[src/rtl/mwe_pkg.sv]
package mwe_pkg;

    typedef enum logic [1:0] {
        ST_IDLE   = 2'd0,
        ST_SYNC   = 2'd1,
        ST_DATA   = 2'd2,
        ST_PARITY = 2'd3
    } enc_state_t;

    // Half-bits in the sync field (three bit-times).
    localparam int unsigned SYNC_HALVES = 6;

    function automatic int unsigned word_halves(input int unsigned payload_bits);
        return SYNC_HALVES + 2 * (payload_bits + 1);
    endfunction

    function automatic int unsigned max4(input int unsigned a, input int unsigned b,
                                         input int unsigned c, input int unsigned d);
        int unsigned m;
        m = a;
        if (b > m) m = b;
        if (c > m) m = c;
        if (d > m) m = d;
        return m;
    endfunction

endpackage

[src/rtl/mwe_rate_sel.sv]
module mwe_rate_sel #(
    parameter int unsigned HALF_A = 6,
    parameter int unsigned HALF_B = 8,
    parameter int unsigned HALF_C = 10,
    parameter int unsigned HALF_D = 12,
    parameter int unsigned CNT_W  = 4
) (
    input  logic             clk,
    input  logic             rst_n,
    input  logic             load,
    input  logic [1:0]       sel,
    output logic [CNT_W-1:0] half_len
);
    logic [CNT_W-1:0] len_next;

    // Map the rate code to clocks per half-bit.
    always_comb begin
        unique case (sel)
            2'd0: len_next = CNT_W'(HALF_A);
            2'd1: len_next = CNT_W'(HALF_B);
            2'd2: len_next = CNT_W'(HALF_C);
            2'd3: len_next = CNT_W'(HALF_D);
            default: len_next = CNT_W'(HALF_A);
        endcase
    end

    // Latched only when a word is accepted, so the rate is fixed for the whole word.
    always_ff @(posedge clk or negedge rst_n) begin
        if (!rst_n)
            half_len <= CNT_W'(HALF_A);
        else if (load)
            half_len <= len_next;
    end
endmodule

[src/rtl/mwe_halfbit_timer.sv]
module mwe_halfbit_timer #(
    parameter int unsigned CNT_W = 4
) (
    input  logic             clk,
    input  logic             rst_n,
    input  logic             run,
    input  logic             restart,
    input  logic [CNT_W-1:0] half_len,
    output logic             half_end
);
    logic [CNT_W-1:0] cnt;

    assign half_end = run && (cnt == half_len - CNT_W'(1));

    always_ff @(posedge clk or negedge rst_n) begin
        if (!rst_n)
            cnt <= '0;
        else if (restart)
            cnt <= '0;
        else if (run) begin
            if (half_end)
                cnt <= '0;
            else
                cnt <= cnt + CNT_W'(1);
        end
    end
endmodule

[src/rtl/mwe_frame_builder.sv]
module mwe_frame_builder #(
    parameter int unsigned PAYLOAD_BITS = 16,
    parameter int unsigned HALVES       = 40
) (
    input  logic [PAYLOAD_BITS-1:0] payload,
    input  logic                    is_data,
    output logic [HALVES-1:0]       pattern
);
    import mwe_pkg::*;

    localparam int unsigned SYNC_HALF = SYNC_HALVES / 2;
    localparam int unsigned PAR_POS   = SYNC_HALVES + 2 * PAYLOAD_BITS;

    logic odd_par;
    assign odd_par = ~(^payload);

    // Index 0 of pattern is the first half-bit on the line.
    genvar g;
    generate
        for (g = 0; g < SYNC_HALVES; g++) begin : g_sync
            if (g < SYNC_HALF) begin : g_first
                assign pattern[g] = ~is_data;
            end else begin : g_second
                assign pattern[g] = is_data;
            end
        end
        for (g = 0; g < PAYLOAD_BITS; g++) begin : g_bit
            assign pattern[SYNC_HALVES + 2*g]     =  payload[PAYLOAD_BITS-1-g];
            assign pattern[SYNC_HALVES + 2*g + 1] = ~payload[PAYLOAD_BITS-1-g];
        end
    endgenerate

    assign pattern[PAR_POS]     =  odd_par;
    assign pattern[PAR_POS + 1] = ~odd_par;
endmodule

[src/rtl/mil_word_encoder.sv]
module mil_word_encoder #(
    parameter int unsigned PAYLOAD_BITS = 16,
    parameter int unsigned HALF_AT_12   = 6,
    parameter int unsigned HALF_AT_16   = 8,
    parameter int unsigned HALF_AT_20   = 10,
    parameter int unsigned HALF_AT_24   = 12
) (
    input  logic                    clk,
    input  logic                    rst_n,
    input  logic [1:0]              clk_sel,
    input  logic                    req_valid,
    input  logic [PAYLOAD_BITS-1:0] req_data,
    input  logic                    req_is_data,
    output logic                    req_ready,
    output logic                    tx_pos,
    output logic                    tx_neg,
    output logic                    tx_inhibit,
    output logic                    word_done
);
    import mwe_pkg::*;

    localparam int unsigned HALVES   = word_halves(PAYLOAD_BITS);
    localparam int unsigned MAX_HALF = max4(HALF_AT_12, HALF_AT_16, HALF_AT_20, HALF_AT_24);
    localparam int unsigned CNT_W    = $clog2(MAX_HALF + 1);
    localparam int unsigned IDX_W    = $clog2(HALVES);
    localparam logic [IDX_W-1:0] SYNC_LAST = IDX_W'(SYNC_HALVES - 1);
    localparam logic [IDX_W-1:0] DATA_LAST = IDX_W'(HALVES - 3);
    localparam logic [IDX_W-1:0] WORD_LAST = IDX_W'(HALVES - 1);

    enc_state_t        state_q, state_d;
    logic [HALVES-1:0] pattern_q, pattern_d;
    logic [IDX_W-1:0]  hb_idx;
    logic [CNT_W-1:0]  half_len;
    logic              half_end;
    logic              accept;
    logic              last_cycle;
    logic              cur_half;
    logic              done_q;

    mwe_rate_sel #(
        .HALF_A(HALF_AT_12), .HALF_B(HALF_AT_16),
        .HALF_C(HALF_AT_20), .HALF_D(HALF_AT_24), .CNT_W(CNT_W)
    ) u_rate (
        .clk(clk), .rst_n(rst_n), .load(accept), .sel(clk_sel), .half_len(half_len)
    );

    mwe_halfbit_timer #(.CNT_W(CNT_W)) u_timer (
        .clk(clk), .rst_n(rst_n), .run(state_q != ST_IDLE),
        .restart(accept), .half_len(half_len), .half_end(half_end)
    );

    mwe_frame_builder #(.PAYLOAD_BITS(PAYLOAD_BITS), .HALVES(HALVES)) u_build (
        .payload(req_data), .is_data(req_is_data), .pattern(pattern_d)
    );

    assign last_cycle = (state_q == ST_PARITY) && half_end && (hb_idx == WORD_LAST);
    assign req_ready  = (state_q == ST_IDLE) || last_cycle;
    assign accept     = req_valid && req_ready;
    assign cur_half   = pattern_q[hb_idx];

    // Next-state logic.
    always_comb begin
        state_d = state_q;
        unique case (state_q)
            ST_IDLE:   if (accept) state_d = ST_SYNC;
            ST_SYNC:   if (half_end && hb_idx == SYNC_LAST) state_d = ST_DATA;
            ST_DATA:   if (half_end && hb_idx == DATA_LAST) state_d = ST_PARITY;
            ST_PARITY: if (last_cycle) state_d = accept ? ST_SYNC : ST_IDLE;
            default:   state_d = ST_IDLE;
        endcase
    end

    // State register.
    always_ff @(posedge clk or negedge rst_n) begin
        if (!rst_n)
            state_q <= ST_IDLE;
        else
            state_q <= state_d;
    end

    // Half-bit index, latched word pattern and the done pulse.
    always_ff @(posedge clk or negedge rst_n) begin
        if (!rst_n) begin
            pattern_q <= '0;
            hb_idx    <= '0;
            done_q    <= 1'b0;
        end else begin
            done_q <= last_cycle;
            if (accept) begin
                pattern_q <= pattern_d;
                hb_idx    <= '0;
            end else if (half_end && hb_idx != WORD_LAST) begin
                hb_idx <= hb_idx + IDX_W'(1);
            end
        end
    end

    // Output decode.
    always_comb begin
        unique case (state_q)
            ST_IDLE: begin
                tx_pos     = 1'b0;
                tx_neg     = 1'b0;
                tx_inhibit = 1'b1;
            end
            default: begin
                tx_pos     = cur_half;
                tx_neg     = ~cur_half;
                tx_inhibit = 1'b0;
            end
        endcase
    end

    assign word_done = done_q;
endmodule

[config.mk]
export PLATFORM = sky130hd
export DESIGN_NAME = mil_word_encoder
export DESIGN_NICKNAME = d
export VERILOG_FILES = /design/src/rtl/mwe_pkg.sv /design/src/rtl/mwe_rate_sel.sv /design/src/rtl/mwe_halfbit_timer.sv /design/src/rtl/mwe_frame_builder.sv /design/src/rtl/mil_word_encoder.sv
export SDC_FILE = /design/constraint.sdc
export NUM_CORES = 1
export LEC_CHECK = 0
export CAP_MARGIN = 20
export CORE_UTILIZATION = 60
export DETAILED_ROUTE_END_ITERATION = 10
export PLACE_DENSITY_LB_ADDON = 0.25
export SLEW_MARGIN = 10
export SYNTH_ARGS = -nofsm -noshare
export SYNTH_HDL_FRONTEND = slang
export SYNTH_SLANG_ARGS = --single-unit
[constraint.sdc]
create_clock -name clk -period 3.94 [get_ports clk]
set_input_delay 0.788 -clock clk [delete_from_list [all_inputs] [get_ports clk]]
set_output_delay 0.788 -clock clk [all_outputs]
set_load 0.005 [all_outputs]
=== Yosys cells after proc, flatten, opt, wreduce, memory -nomap -nowiden ===
Index checks and enable logic that the tools add are counted.

* $add $sub $neg: 3
* Order comparisons: 1
* Eq/ne operators: 15
* Multiplexer cells: 17
* Bitwise gates (word level): 19
* Reduce and logical (&&, ||, !) cells: 15

{| class="wikitable"
|+ Operator list
! kind !! count
|-
| $not 1->1 || 19
|-
| $pmux 4 s4 || 1
|-
| $reduce_xor 16->1 || 1
|-
| $eq 6x6->1 const B || 2
|-
| $mux 4 || 3
|-
| $mux 6 || 2
|-
| $eq 2x2->1 const B || 4
|-
| $mux 2 || 4
|-
| $ne 2x2->1 const B || 4
|-
| $pmux 2 s4 || 1
|-
| $logic_and 1x1->1 || 7
|-
| $lt 6x7->1 const B || 1
|-
| $add 6x1->6 const B || 1
|-
| $bmux 1 s6 || 1
|-
| $eq 6x3->1 const B || 1
|-
| $ne 6x6->1 const B || 1
|-
| $reduce_bool 2->1 || 3
|-
| $mux 1 || 5
|-
| $add 4x1->4 const B || 1
|-
| $eq 2x1->1 const B || 2
|-
| $eq 4x4->1 || 1
|-
| $logic_not 2->1 || 2
|-
| $reduce_and 4->1 || 1
|-
| $sub 4x1->4 const B || 1
|-
| $logic_or 1x1->1 || 1
|}

* Flip-flop bits (word level): 57
* Bits of input ports: 22
* Output and inout port bits: 5
* Word-level logic and storage cells: 76

=== Depth between registers and ports, before layout ===
Gate-level depths: netlist (run 1).

* Depth after elaboration: 10
* Depth in mapped cells: 9
* Mapped depth without buffers: 7

=== Cells and area by module ===
A second synthesis (run 1) with hierarchy kept.

* Cells, all modules: 290
* Area total of the unflattened synthesis: 3,418.3 um^2

{| class="wikitable"
|+ By module, submodules not included
! module !! times used !! cells each !! area an instance (um^2) !! seq. area each (um^2)
|-
| mil_word_encoder || 1 || 185 || 2,578.7 || 1,226.2
|-
| mwe_frame_builder || 1 || 55 || 369.1 || 0.0
|-
| mwe_halfbit_timer || 1 || 34 || 309.0 || 100.1
|-
| mwe_rate_sel || 1 || 16 || 161.4 || 77.6
|}

=== Worst setup path after synthesis (run 1) ===
OpenSTA, ideal clock, no wires.

* Path type: register -> output
* Start: register hb_idx[0]
* End: output port tx_pos
* Arrival: 1.799 ns
* Data required time: 3.152 ns
* Setup slack: 1.353 ns
* Stages on the path, launching flop included: 7
* Path buffers: 1
* Cell sequence: dfrtp_1 > buf_6 > mux4_2 > a22oi_1 > a31oi_1 > a221o_1 > and2_1

* Cells in the longest elaborated chain, start to end: 3

{| class="wikitable"
|+ Ends and longest elaborated chain
! item !! RTL line !! text
|-
| from (decl) || mil_word_encoder.sv:32 || <nowiki>logic [IDX_W-1:0] hb_idx;</nowiki>
|-
| from (signal assigned) || mil_word_encoder.sv:93 || <nowiki>hb_idx <= hb_idx + IDX_W'(1);</nowiki>
|-
| $bmux 1 s6 || mil_word_encoder.sv:59 || <nowiki>assign cur_half = pattern_q[hb_idx];</nowiki>
|-
| $mux 1 (not written as such) || mil_word_encoder.sv:59 ||
|-
| $mux 1 || mil_word_encoder.sv:100 || <nowiki>unique case (state_q)</nowiki>
|-
| to (decl) || mil_word_encoder.sv:15 || <nowiki>output logic tx_pos,</nowiki>
|}

No other way between the ends. The select of a mux whose other input is x is not followed.

=== Worst setup path in the final report (run 1) ===
Ends and elaborated chain as after synthesis.

==> flow_metrics.tcl, run 1 <==
set metrics [dict create \
    outcome "complete, no violations" \
    reg2reg_depth 9 \
    synth_cells 248 \
    finalWorstSetupSlack_ns 0.2853 \
    regToRegStartpoint "u_rate.half_len[1]" \
    dp_slack_ns 0.5946 \
    die_area_mm2 0.005196 \
    p_switching_mw 0.2040 \
    finClkSkew_ns 0.01054 \
    finalHoldViolations 0 \
    fp-row-count 25 \
    path_clk_slew_ns 0.09 \
    cp_max_fo 15 \
    grt_pass1_vias 1947 \
    worst_pin_slew_ns 0.6757 \
    io_pins 27 \
    fin_tns_setup_ns 0 \
    post_cts_resize_count 0 \
    route.final.wire_length_um 5214 \
    switching_share_pct 22.13 \
    vias 1826 \
    path_class "flop to output pin" \
    yosysSeqAreaShare_pct 44.25 \
    setup-violations-final 0 \
    cts.sinks 52 \
    cp-start-kind "flop" \
    post_drt_wl_per_cell_um 15.25 \
    ys_ff_latch 52 \
    final_area_mm2 0.003311 \
    post_cts_buffers 0 \
    rsz0062_at_grt "no" \
    synth_top_family_by_area "multiplexers" \
    hold-worst-slack_ns 0.4443 \
    fin_util_pct 70.09 \
    r2r_setup_slack_ns 1.13 \
    share_comb_of_total_power_pct 8.6 \
    cts_max_level 2 \
    drc_errors 0 \
    p_int_mw 0.7179 \
    grt_pass1_wl_um 9211 \
    antenna_found_initial 0 \
    clock_power_share_pct 33.6 \
    postPlaceCellArea_mm2 0.003221 \
    area_growth_pct 12.36 \
    synth.avg_cell_area_um2 11.88 \
    holdBufCountCts 0 \
    core_region_area_mm2 0.004723 \
    synth_compound_area_share_pct 4.416 \
    layout-drive-gt1-share_pct 15.64 \
    fin_crit_ns 3.655 \
    grt_usage_pct 23.17 \
    synth_nets 281 \
    cp.arrival_ns 2.87 \
    cts_tree "built" \
    drt_iter0_markers 77 \
    num-nets-final 307 \
    p_leak_nw 1.512 \
    drtPass1Iterations 4 \
    dieHeight_um 72.08 \
    reg2reg_to "pattern_q[5]" \
    gp_congestion 0.7743 \
    viasPerCell 5.339 \
    endpoint_kind "output pin" \
    clk_latency_ns 0.30 \
    initial_core_util_pct 62.38 \
    cts_inserted_buffers 5 \
    syn_area_mm2 0.002947 \
    ant_nets 0 \
    grt_max_degree 34 \
    clock_path_buffers 2 \
    hp-class "input pin to asynchronous set/reset pin" \
    p_seq_share_pct 57.8 \
    crit_required_ns 3.15 \
    cts_root_buffer "clkbuf_8" \
    cap_viol_max_count 0 \
    max_slew_margin_pct 54.95 \
    synth-simple-area-share_pct 8.705 \
    min_period_over_period_pct 92.76 \
    synthAdderAreaFrac_pct 4.671 \
    synthMuxAreaShare_pct 23.40 \
    diodes 0 \
    slew_viol_final 0 \
    powerDensity_mw_per_mm2 278.5 \
    max-vdd-ir-drop_mv 0.2248 \
    fmax_ghz 0.2736 \
    synth_cell_types 44 \
    yosys_warnings 0 \
    overflow 0 \
    synth-xor-area-share_pct 7.601 \
    port_buffers 26 \
    die_w_um 72.08 \
    dp_hpwl_um 3823 \
]
-- Yosys cell counts (all sizes together) --
master | instances | share of area, %
a211o | 2 | 0.59
a211oi | 2 | 0.51
a221o | 1 | 0.34
a22oi | 2 | 0.51
a311o | 1 | 0.34
a311oi | 1 | 0.30
a31oi | 1 | 0.21
a32o | 1 | 0.34
and2 | 1 | 0.21
and3 | 1 | 0.21
buf | 9 | 3.0
clkbuf | 2 | 0.25
dfrtp | 50 | 42
dfstp | 2 | 1.8
ha | 11 | 4.7
inv | 29 | 3.7
mux2 | 21 | 9.6
mux2i | 25 | 8.5
mux4 | 7 | 5.4
nand2 | 8 | 1.0
nand2b | 2 | 0.42
nand3 | 6 | 1.0
nand3b | 1 | 0.25
nand4 | 1 | 0.21
nand4b | 1 | 0.30
nor2 | 16 | 2.0
nor2b | 3 | 0.64
nor3 | 7 | 1.2
nor3b | 2 | 0.68
nor4b | 1 | 0.30
o2111ai | 1 | 0.30
o21a | 1 | 0.25
o21ai | 3 | 0.51
o22ai | 1 | 0.21
or2 | 1 | 0.21
xnor2 | 20 | 5.9
xnor3 | 1 | 0.76
xor2 | 3 | 0.89
-- worst max path at each step --
stage                         start      to  slack [ns]  depth (start not counted)
after floorplan           hb_idx[0]  tx_pos        1.35                          6
after global placement    hb_idx[0]  tx_pos        0.62                          5
after detailed placement  hb_idx[0]  tx_pos        0.59                          5
after CTS                 hb_idx[0]  tx_pos        0.25                          5
after global routing      hb_idx[0]  tx_neg        0.06                          6
final                     hb_idx[0]  tx_pos        0.29                          6
-- routing by layer --
metal / track usage, % / up-vias / wire, um
met5: 0 / - / 0
met4: 5.882 / 0 / 62
met3: 4.306 / 5 / 104
met2: 39.56 / 22 / 2637
met1: 30.66 / 902 / 2410
li1: - / 897 / -
-- cells by family (layout without fill, tap and decap cells) --
| group | after synthesis | after routing |
|---|---|---|
| multiplexers | 53 | 53 |
| flip-flops | 52 | 52 |
| AND/OR/NAND/NOR | 51 | 51 |
| buffers and inverters | 40 | 67 |
| XOR/XNOR | 24 | 24 |
| AO/OA/AOI/OAI | 17 | 17 |
| adder cells (fa/ha/maj) | 11 | 11 |
-- state kept, by name, summed over array words and instances, names as in the netlist --
signal and flops:
hb_idx 6, u_rate.half_len 3, u_timer.cnt 4, pattern_q 36, state_q 2, word_done 1
-- layout by cell type (no fill, tap or decap), types with 4 or more instances in the layout --
cell type,n
mux2_2,8
ha_1,11
clkbuf_8,6
nand3_1,6
mux2_4,12
buf_4,4
mux2i_1,25
nor3_1,7
nor2_1,16
nand2_1,8
clkdlybuf4s50_1,25
mux4_2,7
inv_1,29
xnor2_1,20
dfrtp_1,50
-- worst max-delay path: stages (launching register included) --
cell and delay [ns]:
dfrtp_1 0.79, mux4_2 0.58, a22oi_1 0.20, a31oi_1 0.10, a221o_1 0.30, and2_1 0.16
clkdlybuf4s50_1 0.43
-- power groups by stage --
stage	clock (mW)	sequential, mW	combinational [mW]
6_report	0.309	0.533	0.0793
5_1_grt	0.337	0.533	0.0883
4_1_cts	0.317	0.533	0.0809
3_5_place_dp	0	0.544	0.0808
3_3_place_gp	0	0.544	0.0797
2_1_floorplan	0	0.544	0.0358
-- per-stage QoR --
stage,power [mW],cells
finish,0.9220,342
global route,0.9587,342
CTS,0.9314,342
detailed placement,0.6246,334
global placement,0.6235,334
floorplan,0.5798,248
-- layout make-up --
type / count / area [um2]
tap: 67 / 83.83
sequential: 52 / 1304
clock buffer: 8 / 90.09
multi-input combinational: 156 / 1439
inverter: 29 / 108.9
fill: 357 / 1413
timing repair buffer: 30 / 285.3
Power figures use the tool's default switching activity.
==> run 2: changes to the inputs <==
PLACE_DENSITY = 0.9   (was unset)
PLACE_DENSITY_LB_ADDON = unset   (was 0.25)
==> run 2 against run 1 <==
Against the previous run: sequential share of layout area down 0.13 points; die area unchanged; hold slack worse by 0.023 ns; via count grew 3.2%; sequential cell count unchanged; register-to-register slack better by 0.03 ns; non-clock buffer count stayed put; sequential power barely moved; global-route usage up 0.32 points; critical path depth stayed put; cell area grew 0.42%; fmax up 4.9%.
==> flow_metrics.tcl, run 2 (synthesized netlist as in run 1, its figures left out) <==
set metrics [dict create \
    fmax_ghz 0.2869 \
    p_leak_nw 1.513 \
    drtPass1Iterations 4 \
    path_cells "mux4_2 > a22oi_1 > a31oi_1 > a221o_1 > nor2_1 > clkdlybuf4s50_1" \
    max_slew_margin_pct 60.98 \
    dieHeight_um 72.08 \
    clock_path_buffers 2 \
    reg2reg_depth 8 \
    post_drt_wl_per_cell_um 15.50 \
    ant_nets 0 \
    die_w_um 72.08 \
    rsz0062_at_grt "no" \
    cp-start-kind "flop" \
    slowest_stage "dfrtp_2" \
    holdBufCountCts 0 \
    cp.depth 6 \
    clk_latency_ns 0.30 \
    port_buffers 26 \
    fp-row-count 25 \
    fin_crit_ns 3.486 \
    path_clk_slew_ns 0.09 \
    worst_pin_slew_ns 0.5853 \
    r2r_setup_slack_ns 1.16 \
    path_buf_inv 1 \
    slew_viol_final 0 \
    cts_root_buffer "clkbuf_8" \
    overflow 0 \
    fin_tns_setup_ns 0 \
    cts_tree "built" \
    max-vdd-ir-drop_mv 0.2094 \
    cts.sinks 52 \
    finalHoldViolations 0 \
    top_register "pattern_q" \
    fin_util_pct 70.38 \
    slowest_delay_ns 0.62 \
    area_growth_pct 12.82 \
    cp_max_fo 15 \
    placed_cells 334 \
    largest_reg_flops 36 \
    io_pins 27 \
    cp.arrival_ns 2.70 \
    cp-startpoint "hb_idx[0]" \
    layout_common_cells "49 x dfrtp_1, 29 x inv_1, 25 x mux2i_1, 25 x clkdlybuf4s50_1, 20 x xnor2_1" \
    layout_commonest_cell "dfrtp_1" \
    setup-violations-final 0 \
    crit_required_ns 3.15 \
    endpoint_kind "output pin" \
    finClkSkew_ns 0.005618 \
    grt_max_degree 33 \
    endpoint "tx_neg" \
    powerDensity_mw_per_mm2 277.9 \
    final_cells 342 \
    drt_iter0_markers 88 \
    grt_usage_pct 23.50 \
    die_area_mm2 0.005196 \
    viasPerCell 5.512 \
    antenna_found_initial 0 \
    reg.largest.list "pattern_q: 36 flops, hb_idx: 6 flops, u_timer.cnt: 4 flops" \
    num-nets-final 307 \
    crit_family "flip-flops" \
    finalWorstSetupSlack_ns 0.4544 \
    route.final.wire_length_um 5301 \
    drc_errors 0 \
    gp_congestion 0.7606 \
    reg2reg_to "pattern_q[38]" \
    diodes 0 \
    dp_slack_ns 0.5636 \
    grt_pass1_vias 1959 \
    path_class "flop to output pin" \
    grt_pass1_wl_um 9246 \
    cap_viol_max_count 0 \
    min_period_over_period_pct 88.47 \
    vias 1885 \
    layout-drive-gt1-share_pct 16.00 \
    initial_core_util_pct 62.38 \
    outcome "complete, no violations" \
    dp_hpwl_um 3816 \
    regToRegStartpoint "u_rate.half_len[1]" \
    hp-class "input pin to asynchronous set/reset pin" \
    core_region_area_mm2 0.004723 \
    cts_max_level 2 \
    cts_inserted_buffers 5 \
]
run 2: cell count changes in the layout (fill, tap and decap cells not counted):
cell | before | now
buf_12 | 0 | 1
buf_4 | 4 | 3
dfrtp_2 | 0 | 1
dfrtp_1 | 50 | 49
run 2: what timing repair did:
item	CTS	global route
buffers inserted	0	0
gates resized for setup	0	1
setup endpoints to repair	0	1
run 2: worst min-delay path by stage:
stage                             startpoint                  to  slack (ns)  cells past startpoint
final                                  rst_n      u_timer.cnt[3]        0.42                      1
after global routing                   rst_n      u_timer.cnt[3]        0.45                      1
after CTS                              rst_n  u_rate.half_len[3]        0.43                      1
after detailed placement  u_rate.half_len[2]  u_rate.half_len[2]        0.50                      2
after global placement    u_rate.half_len[2]  u_rate.half_len[2]        0.48                      2
after floorplan           u_rate.half_len[2]  u_rate.half_len[2]        0.46                      2
run 2: stage by stage:
step                total power [mW]  cell area (um2)  hold slack (ns)
global placement              0.6220             3233           0.4801
detailed placement            0.6250             3233           0.4962
finish                        0.9239             3324           0.4209
global route                  0.9606             3324           0.4462
CTS                           0.9313             3323           0.4323
floorplan                     0.5798             2947           0.4597
run 2: per-layer routing:
| layer | global-route usage (%) | wire length (um) |
|---|---|---|
| met1 | 29.83 | 2350 |
| met4 | 9.804 | 127 |
| met3 | 4.583 | 127 |
| met5 | 0 | 0 |
| met2 | 39.56 | 2696 |
run 2: where the power goes:
group / total, mW / leakage (nW) / switching, mW / internal (mW)
Sequential: 0.533 / 0.599 / 0 / 0.533
Combinational: 0.0807 / 0.869 / 0.0396 / 0.0411
Clock: 0.310 / 0.0455 / 0.166 / 0.144
run 2: cell type report:
class,count,area (um2)
Timing Repair Buffer,30,297.8
Inverter,29,108.9
Sequential cell,52,1305
Clock buffer,8,90.09
Fill cell,360,1399
Multi-Input combinational cell,156,1439
Tap cell,67,83.83
